File: config.mk
export PLATFORM = sky130hd
export DESIGN_NAME = pwr_state_monitor
export DESIGN_NICKNAME = d
export VERILOG_FILES = /design/src/rtl/psm_pkg.sv /design/src/rtl/psm_decode.sv /design/src/rtl/psm_trans.sv /design/src/rtl/psm_cov.sv /design/src/rtl/pwr_state_monitor.sv
export SDC_FILE = /design/constraint.sdc
export NUM_CORES = 1
export LEC_CHECK = 0
export BUFFER_PORTS_ARGS = -buffer_cell sky130_fd_sc_hd__buf_4
export CAP_MARGIN = 20
export CORE_MARGIN = 3
export CORE_UTILIZATION = 55
export DETAILED_ROUTE_END_ITERATION = 10
export PLACE_DENSITY = 0.8
export REMOVE_ABC_BUFFERS = 1
export SLEW_MARGIN = 20
export SYNTH_ARGS = -nofsm -noshare
export SYNTH_HDL_FRONTEND = slang
export SYNTH_HIERARCHICAL = 1
export SYNTH_SLANG_ARGS = --single-unit
File: constraint.sdc
create_clock -name clk_i -period 4.2 [get_ports clk_i]
set_input_delay 0.84 -clock clk_i [delete_from_list [all_inputs] [get_ports clk_i]]
set_output_delay 0.84 -clock clk_i [all_outputs]
set_load 0.05 [all_outputs]
File: src/rtl/psm_pkg.sv
package psm_pkg;
  typedef enum logic [2:0] {
    ST_FULL   = 3'd0,
    ST_A_DN   = 3'd1,
    ST_B_DN   = 3'd2,
    ST_ALL_DN = 3'd3,
    ST_AD_DN  = 3'd4,
    ST_UNDEF  = 3'd7
  } sys_st_e;

  typedef enum logic [1:0] {
    TC_NONE,
    TC_LEGAL,
    TC_ILLEGAL,
    TC_UNLISTED
  } tcls_e;

  localparam int unsigned N_ST  = 5;
  localparam int unsigned N_LT  = 5;
  localparam logic [1:0] C_OFF = 2'b00;
  localparam logic [1:0] C_NOM = 2'b01;
  localparam logic [1:0] C_TRB = 2'b10;
endpackage

File: src/rtl/psm_decode.sv
module psm_decode
  import psm_pkg::*;
(
  input  logic       a_on_i,
  input  logic       b_on_i,
  input  logic [1:0] c_mode_i,
  input  logic       d_on_i,
  output sys_st_e    st_o
);
  logic             c_up;
  logic [N_ST-1:0]  hit;

  assign c_up = (c_mode_i == C_NOM) || (c_mode_i == C_TRB);

  always_comb begin
    hit = '0;
    hit[ST_FULL]   = c_up &  a_on_i &  b_on_i &  d_on_i;
    hit[ST_A_DN]   = c_up & ~a_on_i &  d_on_i;
    hit[ST_B_DN]   = c_up &  a_on_i & ~b_on_i &  d_on_i;
    hit[ST_ALL_DN] = c_up & ~a_on_i & ~b_on_i & ~d_on_i;
    hit[ST_AD_DN]  = c_up & ~a_on_i & ~d_on_i;
  end

  // lowest code wins
  always_comb begin
    st_o = ST_UNDEF;
    for (int k = N_ST - 1; k >= 0; k--) begin
      if (hit[k]) st_o = sys_st_e'(3'(k));
    end
  end
endmodule

File: src/rtl/psm_trans.sv
module psm_trans
  import psm_pkg::*;
(
  input  logic       prev_vld_i,
  input  sys_st_e    prev_i,
  input  sys_st_e    cur_i,
  output tcls_e      cls_o,
  output logic [2:0] idx_o
);
  always_comb begin
    cls_o = TC_NONE;
    idx_o = 3'd0;
    if (prev_vld_i && cur_i != ST_UNDEF && cur_i != prev_i) begin
      cls_o = TC_UNLISTED;
      unique case (prev_i)
        ST_FULL: begin
          if (cur_i == ST_A_DN)        begin cls_o = TC_LEGAL; idx_o = 3'd0; end
          else if (cur_i == ST_B_DN)   begin cls_o = TC_LEGAL; idx_o = 3'd1; end
          else if (cur_i == ST_ALL_DN) cls_o = TC_ILLEGAL;
        end
        ST_A_DN: begin
          if (cur_i == ST_FULL)        begin cls_o = TC_LEGAL; idx_o = 3'd2; end
          else if (cur_i == ST_B_DN)   begin cls_o = TC_LEGAL; idx_o = 3'd3; end
          else if (cur_i == ST_AD_DN)  begin cls_o = TC_LEGAL; idx_o = 3'd4; end
        end
        ST_ALL_DN: begin
          if (cur_i == ST_FULL) cls_o = TC_ILLEGAL;
        end
        default: ;
      endcase
    end
  end
endmodule

File: src/rtl/psm_cov.sv
module psm_cov
  import psm_pkg::*;
#(
  parameter int unsigned CNT_W = 8
) (
  input  logic                  clk_i,
  input  logic                  rst_ni,
  input  logic [N_ST-1:0]       st_inc_i,
  input  logic [N_LT-1:0]       tr_inc_i,
  output logic [N_ST*CNT_W-1:0] st_cnt_o,
  output logic [N_LT*CNT_W-1:0] tr_cnt_o
);
  localparam logic [CNT_W-1:0] CNT_MAX = {CNT_W{1'b1}};

  for (genvar k = 0; k < N_ST; k++) begin : g_st
    logic [CNT_W-1:0] cnt_q;
    always_ff @(posedge clk_i or negedge rst_ni) begin
      if (!rst_ni)                            cnt_q <= '0;
      else if (st_inc_i[k] && cnt_q != CNT_MAX) cnt_q <= cnt_q + 1'b1;
    end
    assign st_cnt_o[k*CNT_W +: CNT_W] = cnt_q;

    p_cnt_sat_r10: assert property (@(posedge clk_i) disable iff (!rst_ni)
      (cnt_q == CNT_MAX) |=> (cnt_q == CNT_MAX));
  end

  for (genvar i = 0; i < N_LT; i++) begin : g_tr
    logic [CNT_W-1:0] cnt_q;
    always_ff @(posedge clk_i or negedge rst_ni) begin
      if (!rst_ni)                            cnt_q <= '0;
      else if (tr_inc_i[i] && cnt_q != CNT_MAX) cnt_q <= cnt_q + 1'b1;
    end
    assign tr_cnt_o[i*CNT_W +: CNT_W] = cnt_q;

    p_cnt_sat_r11: assert property (@(posedge clk_i) disable iff (!rst_ni)
      (cnt_q == CNT_MAX) |=> (cnt_q == CNT_MAX));
  end
endmodule

File: src/rtl/pwr_state_monitor.sv
module pwr_state_monitor
  import psm_pkg::*;
#(
  parameter int unsigned CNT_W = 8
) (
  input  logic                  clk_i,
  input  logic                  rst_ni,
  input  logic                  ssa_on_i,
  input  logic                  ssb_on_i,
  input  logic [1:0]            ssc_mode_i,
  input  logic                  ssd_on_i,
  output logic [2:0]            state_o,
  output logic                  illegal_state_o,
  output logic                  legal_trans_o,
  output logic [2:0]            trans_idx_o,
  output logic                  illegal_trans_o,
  output logic                  unlisted_trans_o,
  output logic [N_ST*CNT_W-1:0] state_cnt_o,
  output logic [N_LT*CNT_W-1:0] trans_cnt_o
);
  logic       smp_vld_q, a_q, b_q, d_q;
  logic [1:0] c_q;
  sys_st_e    cur, prev_q;
  logic       prev_vld_q;
  logic       undef;
  tcls_e      cls;
  logic [2:0] idx;
  logic [N_ST-1:0] st_inc;
  logic [N_LT-1:0] tr_inc;

  always_ff @(posedge clk_i or negedge rst_ni) begin
    if (!rst_ni) begin
      smp_vld_q <= 1'b0;
      a_q <= 1'b0; b_q <= 1'b0; d_q <= 1'b0; c_q <= C_OFF;
    end else begin
      smp_vld_q <= 1'b1;
      a_q <= ssa_on_i; b_q <= ssb_on_i; d_q <= ssd_on_i; c_q <= ssc_mode_i;
    end
  end

  sys_st_e dec_st;
  psm_decode u_dec (
    .a_on_i(a_q), .b_on_i(b_q), .c_mode_i(c_q), .d_on_i(d_q), .st_o(dec_st)
  );

  assign cur   = smp_vld_q ? dec_st : ST_UNDEF;
  assign undef = smp_vld_q && (dec_st == ST_UNDEF);

  always_ff @(posedge clk_i or negedge rst_ni) begin
    if (!rst_ni) begin
      prev_q     <= ST_UNDEF;
      prev_vld_q <= 1'b0;
    end else if (smp_vld_q && !undef) begin
      prev_q     <= cur;
      prev_vld_q <= 1'b1;
    end
  end

  psm_trans u_trans (
    .prev_vld_i(prev_vld_q), .prev_i(prev_q), .cur_i(cur),
    .cls_o(cls), .idx_o(idx)
  );

  for (genvar k = 0; k < N_ST; k++) begin : g_sinc
    assign st_inc[k] = smp_vld_q && !undef && (cur == sys_st_e'(3'(k))) &&
                       (!prev_vld_q || cur != prev_q);
  end
  for (genvar i = 0; i < N_LT; i++) begin : g_tinc
    assign tr_inc[i] = (cls == TC_LEGAL) && (idx == 3'(i));
  end

  psm_cov #(.CNT_W(CNT_W)) u_cov (
    .clk_i(clk_i), .rst_ni(rst_ni), .st_inc_i(st_inc), .tr_inc_i(tr_inc),
    .st_cnt_o(state_cnt_o), .tr_cnt_o(trans_cnt_o)
  );

  assign state_o          = cur;
  assign illegal_state_o  = undef;
  assign legal_trans_o    = (cls == TC_LEGAL);
  assign trans_idx_o      = idx;
  assign illegal_trans_o  = (cls == TC_ILLEGAL);
  assign unlisted_trans_o = (cls == TC_UNLISTED);

  p_prev_hold_r5: assert property (@(posedge clk_i) disable iff (!rst_ni)
    undef |=> ($stable(prev_q) && $stable(prev_vld_q)));

  p_one_class_r8: assert property (@(posedge clk_i) disable iff (!rst_ni)
    $onehot0({legal_trans_o, illegal_trans_o, unlisted_trans_o}));

  p_no_trans_same_r9: assert property (@(posedge clk_i) disable iff (!rst_ni)
    (prev_vld_q && cur == prev_q) |->
      !(legal_trans_o || illegal_trans_o || unlisted_trans_o));

  p_forbidden_r7: assert property (@(posedge clk_i) disable iff (!rst_ni)
    (prev_vld_q && ((prev_q == ST_ALL_DN && cur == ST_FULL) ||
                    (prev_q == ST_FULL && cur == ST_ALL_DN))) |-> illegal_trans_o);

  p_c_gate_r4: assert property (@(posedge clk_i) disable iff (!rst_ni)
    (smp_vld_q && c_q != C_NOM && c_q != C_TRB) |-> (illegal_state_o && state_o == 3'd7));
endmodule

==> out/results.ini, run 1 <==
[critical_path]
cp-start-kind = flop
worstPathCellList = xor2_1 -> o21ai_1 -> nor2b_1 -> inv_1 -> xor2_1 -> o311ai_2 -> a31oi_1 -> nand2b_1 -> nor4b_1 -> nand4_1 -> nor2_1 -> mux2_2
path_class = reg2reg
cpPeakStageDelay_ns = 0.64
crit_arrival_ns = 3.85
worstPathRequired_ns = 4.44
crit_buf_inv = 1
critPathCaptureType = flop
crit_family = simple AND/OR/NAND/NOR gates
cpMostUsedCell = xor2_1
path_max_fanout = 10
worst_path_max_delay_cell = nor4b_1

[sta]
setup_tns_ns = 0
worst_pin_slew_ns = 0.864
slew_violations = 0
setup_violations = 0
clock_skew_ns = 0.0133
maxSlewHeadroom_pct = 42.4
fin_crit_ns = 3.61
rsz0062_at_grt = no
hold_viol = 0
fin_crit_sh_pct = 85.8
max_freq_mhz = 277

[synthesis]
synth-async-reset-ratio_pct = 100
yosys.area.top_type = dfrtp_1
synth_edf_count = 0
synth.area.top_cells = dfrtp_1 46%, mux2_2 5.3%, xnor2_1 3.7%, nand3_1 3.2%, nand2_1 2.7%
syn_area_um2 = 4700
ys_seq_area_share_pct = 48.0
synth_top_area_share_pct = 46.3
ys_ff_latch = 90
yosysUniqueCellTypes = 61
yosys_warnings = 6
avgSynthCellArea_um2 = 10.8
netlist_instances = 436
synth_top_flop_cell = dfrtp_1

[placed_design]
placed_area_um2 = 5550
place.gp.congestion = 0.895
dp_hpwl_um = 7210
io_buffer_count = 96

[global_routing]
grt_max_degree = 70
grt_use_total_pct = 21.2
antenna_found_initial = 0
grt_pass1_vias = 3596
grt_pass1_wl_um = 17100
grt_overflow_total = 0

[hold_path]
min_path_type = reg2reg

[clock_network]
clock_path_buffers = 2
cts_max_level = 3
cts.clk_slew.worst_paths_ns = 0.09
clock-sinks = 90
clk_latency_ns = 0.35
cts_resized = 0
cts-root-buf = clkbuf_8
postCtsSetupBuffers = 0
ctsHoldBuffers = 0
cts_tree = yes
cts-buffers-inserted = 9

[floorplan]
rows = 33
design.die.area_um2 = 9690
boundaryPins = 97
die_y_um = 98.4
start_util_pct = 56.9
core_area_um2 = 8260
fp.dieW_um = 98.4

[power]
ir_drop_mv = 0.340
power.density_nw_per_um2 = 439
p_total_w = 0.00255
p_leak_nw = 2.72

[routing]
drt_iter0_drc = 208
routed_wl_um = 9830
via_count = 3762
firstDrtPassIters = 4
ant_nets = 0
wl_per_cell_um = 15.1
drcViolationCount = 0
via_per_inst = 5.76

[cells_and_area]
drive_gt1_share_pct = 31.4
final_nets = 560
areaGrowthSynthToFinish_pct = 23.5
fillers = 657
fin_area_um2 = 5800
antenna_cells = 0

[run]
max-cap-violations = 0

[outcome]
outcome = completed

layer usage:
metal | wire, um | track usage [%] | vias to the layer above
li1 | - | - | 1844
met1 | 4430 | 27.9 | 1826
met2 | 4780 | 35.0 | 86
met3 | 534 | 5.45 | 6
met4 | 91 | 5.88 | 0
met5 | 0 | 0 | -
layout make-up:
cell class	count	area [um^2]	area share (%)
multi-input combinational	333	2380	41.0
clock inverter	4	97.6	1.68
tap	105	131	2.26
sequential	90	2260	38.9
timing repair buffer	100	751	12.9
clock buffer	12	155	2.67
inverter	9	33.8	0.582
cells in the final DEF, fill, tap and decap left out, types with 5 or more instances in the layout:
master	netlist	final
and4_1	8	8
nand2_1	34	34
a31oi_1	11	11
inv_1	8	8
o21a_1	6	6
dfrtp_1	87	87
o21ai_2	8	8
and4_4	5	5
and3_1	10	10
nor2b_1	5	5
xor2_1	10	10
clkbuf_8	0	11
a21oi_1	24	24
o211ai_1	6	6
nand3_1	30	30
o31ai_1	5	5
buf_4	2	100
xnor2_1	20	20
mux2_4	5	5
nand2b_1	10	10
ha_1	10	10
o2111ai_1	6	6
nor2_1	25	25
nand4_1	17	17
mux2_2	22	22
stage by stage:
step | utilization, % | std cells | hold WS, ns | worst slack (ns)
finish | 70.3 | 653 | 0.520 | 0.595
global route | 70.3 | 653 | 0.546 | 0.317
CTS | 70.3 | 653 | 0.527 | 0.595
detailed placement | 67.2 | 637 | 0.509 | 0.653
global placement | 67.2 | 637 | 0.513 | 0.821
floorplan | - | 432 | 0.484 | -0.343
flip-flops by register name (all words and copies together), names as in the netlist:
register          flops
d_q                   1
u_cov/g_st.cnt_q     40
c_q                   2
smp_vld_q             1
b_q                   1
prev_vld_q            1
u_cov/g_tr.cnt_q     40
a_q                   1
prev_q                3
cells in the mapped netlist (4+ instances only):
library cell  number
a21oi_1           24
mux2_4             5
dfrtp_1           87
o2111ai_1          6
nand2b_1          10
o21ai_2            8
a31oi_1           11
and4_4             5
nor3_1             4
nand2_1           34
nand3_1           30
o21a_1             6
nand4_1           17
nand3_2            4
ha_1              10
nor2_1            25
xnor2_1           20
a41oi_1            4
and4_1             8
o211ai_1           6
and3_1            10
nor4b_1            4
mux2_2            22
xor2_1            10
nor2b_1            5
o31ai_1            5
inv_1              8
cells by family after synthesis:
| logic type | Yosys count | share of synthesized area [%] |
|---|---|---|
| compound gates | 90 | 13.6 |
| xor+xnor | 30 | 5.59 |
| fa+ha+maj | 11 | 2.90 |
| buf+inv | 13 | 1.38 |
| flops | 90 | 48.0 |
| mux | 29 | 7.32 |
| other cells | 1 | 0.0798 |
| simple gates | 172 | 21.2 |
path summary, 6_finish.rpt:
path                                                          from                            endpoint  slack (ns)  cells past startpoint
max in group asynchronous                                   rst_ni               prev_q[1]$_DFFE_PN1N_        2.70                      2
min in group asynchronous                                   rst_ni  u_cov/g_st[3].cnt_q[5]$_DFFE_PN0P_        0.60                      1
worst max-delay path                              c_q[1]$_DFF_PN0_  u_cov/g_tr[1].cnt_q[7]$_DFFE_PN0P_        0.59                     12
worst min register to register  u_cov/g_st[1].cnt_q[0]$_DFFE_PN0P_  u_cov/g_st[1].cnt_q[0]$_DFFE_PN0P_        0.52                      1
worst min-delay path            u_cov/g_st[1].cnt_q[0]$_DFFE_PN0P_  u_cov/g_st[1].cnt_q[0]$_DFFE_PN0P_        0.52                      1
worst max register to register                    c_q[1]$_DFF_PN0_  u_cov/g_tr[1].cnt_q[7]$_DFFE_PN0P_        0.59                     12
report_power, final:
part	internal (W)	switching, W
Clock	0.000428	0.000295
Sequential	0.000962	0.000133
Combinational	0.000237	0.000492
No activity file was read; power rests on OpenSTA's default activity.
==> inputs of run 2 (changes only) <==
- CORE_UTILIZATION: 55 -> 38
- PLACE_DENSITY: 0.8 -> not set
==> run 2 against run 1 <==
Net effect: final area grew 4.0%; clock skew shrank 0.0073 ns; routed wire length rose by 2.6%; setup slack hardly changed; first-iteration DRC count is 3.4% lower; worst hold slack got worse by 0.071 ns; critical path type is now reg2out; critical endpoint is now trans_idx_o[2].
==> out/results.ini, run 2 (same netlist as run 1, synthesis figures left out) <==
[outcome]
outcome = completed

[critical_path]
rr_worst_depth = 12  ; unchanged
worst_path_max_delay_cell = nor3b_1
cpPeakStageDelay_ns = 0.53  ; -0.11 ns
ff2ff_setup_slack_ns = 0.61  ; +0.02 ns
worstReg2RegEnd = u_cov/g_tr[1].cnt_q[7]$_DFFE_PN0P_
path_max_fanout = 11  ; +1
critPathCaptureType = primary output
worstPathCellList = nand2b_1 -> o21ai_1 -> nand2_1 -> and2b_2 -> inv_1 -> nor2b_1 -> nand3_1 -> nor3b_1 -> buf_4
path_class = reg2out
cp-start-kind = flop
worstPathRequired_ns = 3.36  ; -1.08 ns
reg2reg_from = c_q[1]$_DFF_PN0_
crit_arrival_ns = 2.77  ; -1.08 ns

[routing]
routed_wl_um = 10100  ; +2.6%
via_per_inst = 5.25  ; -8.9%
ant_nets = 0  ; unchanged
drcViolationCount = 0  ; unchanged
wl_per_cell_um = 14.1  ; -6.0%
via_count = 3744  ; -0.48%
firstDrtPassIters = 4  ; unchanged
drt_iter0_drc = 201  ; -3.4%

[global_routing]
antenna_found_initial = 0  ; unchanged
grt_use_total_pct = 15.4  ; -5.8 points
grt_pass1_vias = 3513  ; -2.3%
grt_pass1_wl_um = 17000  ; -0.85%
grt_overflow_total = 0  ; unchanged
grt_max_degree = 79  ; +13%

[clock_network]
clock_path_buffers = 2  ; unchanged
cts.clk_slew.worst_paths_ns = 0.07  ; -0.02 ns
cts-root-buf = clkbuf_16
cts-buffers-inserted = 9  ; unchanged
cts_resized = 0  ; unchanged
postCtsSetupBuffers = 0  ; unchanged
cts_max_level = 3  ; unchanged
cts_tree = yes
clock-sinks = 90  ; unchanged
ctsHoldBuffers = 0  ; unchanged
clk_latency_ns = 0.34  ; about the same

[sta]
fin_crit_ns = 3.61  ; +0.000391 ns
max_freq_mhz = 277  ; about the same
worst_pin_slew_ns = 0.701  ; -0.164 ns
hold_viol = 0  ; unchanged
maxSlewHeadroom_pct = 53.0  ; +11 points
slew_violations = 0  ; unchanged
setup_violations = 0  ; unchanged
clock_skew_ns = 0.00592  ; -0.00734 ns
fin_crit_sh_pct = 85.9  ; about the same
rsz0062_at_grt = no

[placed_design]
dp_hpwl_um = 7250  ; +0.61%
io_buffer_count = 96  ; unchanged
dp_cells = 696  ; +9.3%
place.gp.congestion = 0.863  ; -3.6%

[cells_and_area]
antenna_cells = 0  ; unchanged
fillers = 1095  ; +67%
areaGrowthSynthToFinish_pct = 28.4
reg_top3 = u_cov/g_st.cnt_q x40, u_cov/g_tr.cnt_q x40, prev_q x3
drive_gt1_share_pct = 31.7  ; +0.31 points
mostFrequentLayoutCell = buf_4
final_nets = 561  ; +0.18%
layout_common_cells = 100 x buf_4, 87 x dfrtp_1, 34 x nand2_1, 30 x nand3_1, 25 x nor2_1
final_cells = 713  ; +9.2%

[hold_path]
min_path_type = in2async

[power]
p_clk_share_pct = 36.4  ; +8.0 points
power_switching_w = 0.000966  ; +4.9%
p_total_w = 0.00287  ; +13%
pwr-share-comb_pct = 25.3  ; -3.3 points
p_int_w = 0.00190  ; +17%
ir_drop_mv = 0.298  ; -12%
p_leak_nw = 2.79  ; +2.5%
swShare_pct = 33.7  ; -2.4 points
power.density_nw_per_um2 = 475  ; +8.2%
p_seq_share_pct = 38.4  ; -4.6 points

[floorplan]
fp.dieW_um = 117  ; +19%
design.die.area_um2 = 13700  ; +42%
rows = 39  ; +18%
core_area_um2 = 11800  ; +42%
start_util_pct = 40.0  ; -17 points
die_y_um = 117  ; +19%
boundaryPins = 97  ; unchanged

[run]
max-cap-violations = 0  ; unchanged

-- run 2: cell count changes in the layout (fill, tap and decap cells not counted), sizes merged --
cell | before | now
clkbuf | 12 | 9
bufinv | 3 | 5
buf | 100 | 101
clkinvlp | 1 | 2
-- run 2: stage by stage --
step	setup WS [ns]	hold slack (ns)	utilization, %	TNS (ns)	cell area (um^2)
finish	0.594	0.449	51.3	0	6030
global route	0.159	0.475	51.3	0	6030
CTS	0.568	0.526	51.1	0	6010
detailed placement	0.610	0.515	47.8	0	5620
global placement	0.764	0.508	47.8	0	5620
floorplan	-0.343	0.484	-	-1.23	4670
-- run 2: worst max-delay path by stage --
stage                     cells past startpoint                            endpoint             start  slack (ns)
after floorplan                              12  u_cov/g_tr[4].cnt_q[7]$_DFFE_PN0P_     a_q$_DFF_PN0_       -0.34
after global placement                       12  u_cov/g_tr[1].cnt_q[7]$_DFFE_PN0P_  c_q[1]$_DFF_PN0_        0.76
after detailed placement                     12  u_cov/g_tr[1].cnt_q[7]$_DFFE_PN0P_  c_q[1]$_DFF_PN0_        0.61
after CTS                                     9                      trans_idx_o[2]     a_q$_DFF_PN0_        0.57
after global routing                         12  u_cov/g_tr[1].cnt_q[7]$_DFFE_PN0P_  c_q[1]$_DFF_PN0_        0.16
final                                         9                      trans_idx_o[2]     a_q$_DFF_PN0_        0.59
-- run 2: layer usage --
layer | GRT usage, % | share of wire, %
met1 | 19.8 | 46
met2 | 24.4 | 48
met3 | 4.68 | 4.6
met4 | 6.04 | 2.3
met5 | 0 | 0
-- run 2: layout make-up --
class	count	area (um^2)	share of cell area (%)
multi-input combinational	333	2380	39.4
sequential	90	2260	37.4
timing repair buffer	101	771	12.8
clock buffer	9	225	3.73
tap	164	205	3.40
clock inverter	7	165	2.74
inverter	9	33.8	0.560
-- run 2: worst max-delay path, delay by kind of cell (launching register included) --
kind,cells,cell delay (ns)
AND/OR/NAND/NOR,6,1.42
buffers and inverters,2,0.47
flip-flops,1,0.41
AO/OA/AOI/OAI,1,0.12
-- run 2: power by group through the flow --
stage	registers, W	logic (W)	clock network, W
after global placement	0.00111	0.000722	0
after detailed placement	0.00111	0.000730	0
after CTS	0.00110	0.000731	0.00108
after global routing	0.00112	0.000778	0.00112
after floorplan	0.00137	0.000226	0
final	0.00110	0.000725	0.00104
==> inputs of run 3 (changes only) <==
- CORE_UTILIZATION: 38 -> 55
- PLACE_DENSITY: not set -> 0.8
- clock period: 4.2 -> 4.3 ns (I/O delays scaled with it)
==> run 3 against run 2 <==
Net effect: combinational power is 2% lower; final cell count is 8.4% lower; clock skew is 0.0094 ns higher; die area is 29% lower; critical path type is now reg2reg; critical endpoint is now u_cov/g_tr[1].cnt_q[7]$_DFFE_PN0P_; largest cell class unchanged.
==> out/results.ini, run 3 (same netlist as run 1, synthesis figures left out) <==
[critical_path]
worstPathRequired_ns = 4.54  ; +1.18 ns
path_max_fanout = 10  ; -1
worstReg2RegEnd = u_cov/g_tr[1].cnt_q[7]$_DFFE_PN0P_
worst_path_max_delay_cell = nor4b_1
critPathCaptureType = flop
rr_worst_depth = 12  ; unchanged
cp-start-kind = flop
ff2ff_setup_slack_ns = 0.66  ; +0.05 ns
cpPeakStageDelay_ns = 0.69  ; +0.16 ns
cpMostUsedCell = xor2_1
crit_arrival_ns = 3.88  ; +1.11 ns
worstPathCellList = xor2_1 -> o21ai_1 -> nor2b_1 -> inv_1 -> xor2_1 -> o311ai_2 -> a31oi_1 -> nand2b_1 -> nor4b_1 -> nand4_1 -> nor2_1 -> mux2_2
path_class = reg2reg
reg2reg_from = c_q[0]$_DFF_PN0_

[global_routing]
grt_pass1_vias = 3580  ; +1.9%
grt_max_degree = 66  ; -16%
grt_use_total_pct = 21.3  ; +5.9 points
antenna_found_initial = 0  ; unchanged
grt_pass1_wl_um = 17200  ; +1.1%
grt_overflow_total = 0  ; unchanged

[power]
ir_drop_mv = 0.304  ; +1.8%
p_total_w = 0.00241  ; -16%
p_leak_nw = 2.70  ; -3.0%
p_int_w = 0.00151  ; -20%
p_clk_share_pct = 25.9  ; -10 points
power.density_nw_per_um2 = 418  ; -12%
pwr-share-comb_pct = 29.6  ; +4.3 points
power_switching_w = 0.000894  ; -7.5%
swShare_pct = 37.1  ; +3.4 points
p_seq_share_pct = 44.5  ; +6.1 points

[sta]
setup_violations = 0  ; unchanged
max_freq_mhz = 275
worst_pin_slew_ns = 0.819  ; +0.118 ns
fin_crit_sh_pct = 84.6
maxSlewHeadroom_pct = 45.4  ; -7.6 points
rsz0062_at_grt = no
fin_crit_ns = 3.64
hold_viol = 0  ; unchanged
slew_violations = 0  ; unchanged
clock_skew_ns = 0.0153  ; +0.00939 ns

[clock_network]
cts-buffers-inserted = 9  ; unchanged
cts.clk_slew.worst_paths_ns = 0.09  ; +0.02 ns
clock_path_buffers = 2  ; unchanged
clock-sinks = 90  ; unchanged
cts_resized = 0  ; unchanged
postCtsSetupBuffers = 0  ; unchanged
clk_latency_ns = 0.35  ; about the same
cts-root-buf = clkbuf_8
cts_max_level = 3  ; unchanged
ctsHoldBuffers = 0  ; unchanged
cts_tree = yes

[routing]
routed_wl_um = 10000  ; -0.82%
via_per_inst = 5.79  ; +10%
drt_iter0_drc = 185  ; -8.0%
via_count = 3781  ; +0.99%
firstDrtPassIters = 4  ; unchanged
drcViolationCount = 0  ; unchanged
ant_nets = 0  ; unchanged
wl_per_cell_um = 15.3  ; +8.3%

[outcome]
outcome = completed

[cells_and_area]
final_nets = 560  ; -0.18%
antenna_cells = 0  ; unchanged
layout_common_cells = 100 x buf_4, 87 x dfrtp_1, 34 x nand2_1, 30 x nand3_1, 25 x nor2_1
fillers = 645  ; -41%
final_cells = 653  ; -8.4%
mostFrequentLayoutCell = buf_4
drive_gt1_share_pct = 31.0  ; -0.67 points
areaGrowthSynthToFinish_pct = 22.7
finish.utilization_pct = 69.8  ; +18 points
fin_area_um2 = 5760  ; -4.5%
reg_top3 = u_cov/g_st.cnt_q x40, u_cov/g_tr.cnt_q x40, prev_q x3

[hold_path]
min_to = u_cov/g_st[1].cnt_q[0]$_DFFE_PN0P_
hp-start = u_cov/g_st[1].cnt_q[0]$_DFFE_PN0P_
whs_path_depth = 1
min_path_type = reg2reg

[placed_design]
dp_hpwl_um = 7390  ; +1.9%
placed_area_um2 = 5550  ; -1.3%
dp_cells = 637  ; -8.5%
io_buffer_count = 96  ; unchanged
place.gp.congestion = 0.891  ; +3.3%

[floorplan]
rows = 33  ; -15%
start_util_pct = 56.9  ; +17 points
fp.dieW_um = 98.4  ; -16%
die_y_um = 98.4  ; -16%
design.die.area_um2 = 9690  ; -29%
boundaryPins = 97  ; unchanged
core_area_um2 = 8260  ; -30%

[run]
max-cap-violations = 0  ; unchanged

run 3: changes by cell type in the layout (fill, tap and decap cells not counted):
cell,delta
clkinv_2,+1
buf_12,-1
clkinvlp_4,-2
bufinv_16,-3
clkbuf_8,+10
clkbuf_1,+3
clkbuf_16,-9
run 3: routing by layer:
layer	wire, um	up-vias	track usage (%)
met4	123	0	5.99
met1	4510	1824	28.8
li1	-	1851	-
met5	0	-	0
met3	518	8	5.31
met2	4860	98	34.6
run 3: per-stage QoR:
step	hold WS, ns	setup TNS, ns	setup WS (ns)
4_1_cts	0.529	0	0.683
6_report	0.523	0	0.661
3_5_place_dp	0.515	0	0.742
5_1_grt	0.553	0	0.399
2_1_floorplan	0.484	-0.680	-0.243
3_3_place_gp	0.513	0	0.918
run 3: power by group through the flow:
stage / registers (W) / logic, W / clock network (W)
floorplan: 0.00134 / 0.000221 / 0
global placement: 0.00108 / 0.000701 / 0
detailed placement: 0.00109 / 0.000720 / 0
CTS: 0.00107 / 0.000721 / 0.000646
global route: 0.00109 / 0.000756 / 0.000681
finish: 0.00107 / 0.000714 / 0.000624
run 3: area by class of cell:
cell class                      count  area (um^2)  share of cell area (%)
Multi-Input combinational cell    333         2380                    41.3
Sequential cell                    90         2260                    39.1
Timing Repair Buffer              100          751                    13.0
Clock buffer                       13          149                    2.58
Tap cell                          105          131                    2.28
Clock inverter                      3         65.1                    1.13
Inverter                            9         33.8                   0.586
run 3: critical path, delay by kind of cell (launching register included):
| kind | cells | cell delay [ns] |
|---|---|---|
| AND/OR/NAND/NOR | 5 | 1.57 |
| AO/OA/AOI/OAI | 3 | 0.62 |
| XOR/XNOR | 2 | 0.41 |
| flip-flops | 1 | 0.38 |
| multiplexers | 1 | 0.34 |
| buffers and inverters | 1 | 0.19 |
run 3: worst max path at each step:
stage,start,endpoint,slack [ns],cells after the start
floorplan,a_q$_DFF_PN0_,u_cov/g_tr[4].cnt_q[7]$_DFFE_PN0P_,-0.24,12
global placement,c_q[1]$_DFF_PN0_,u_cov/g_tr[1].cnt_q[7]$_DFFE_PN0P_,0.92,12
detailed placement,c_q[1]$_DFF_PN0_,u_cov/g_tr[1].cnt_q[7]$_DFFE_PN0P_,0.74,12
CTS,a_q$_DFF_PN0_,trans_idx_o[2],0.68,9
global route,c_q[1]$_DFF_PN0_,u_cov/g_tr[1].cnt_q[7]$_DFFE_PN0P_,0.40,12
finish,c_q[0]$_DFF_PN0_,u_cov/g_tr[1].cnt_q[7]$_DFFE_PN0P_,0.66,12
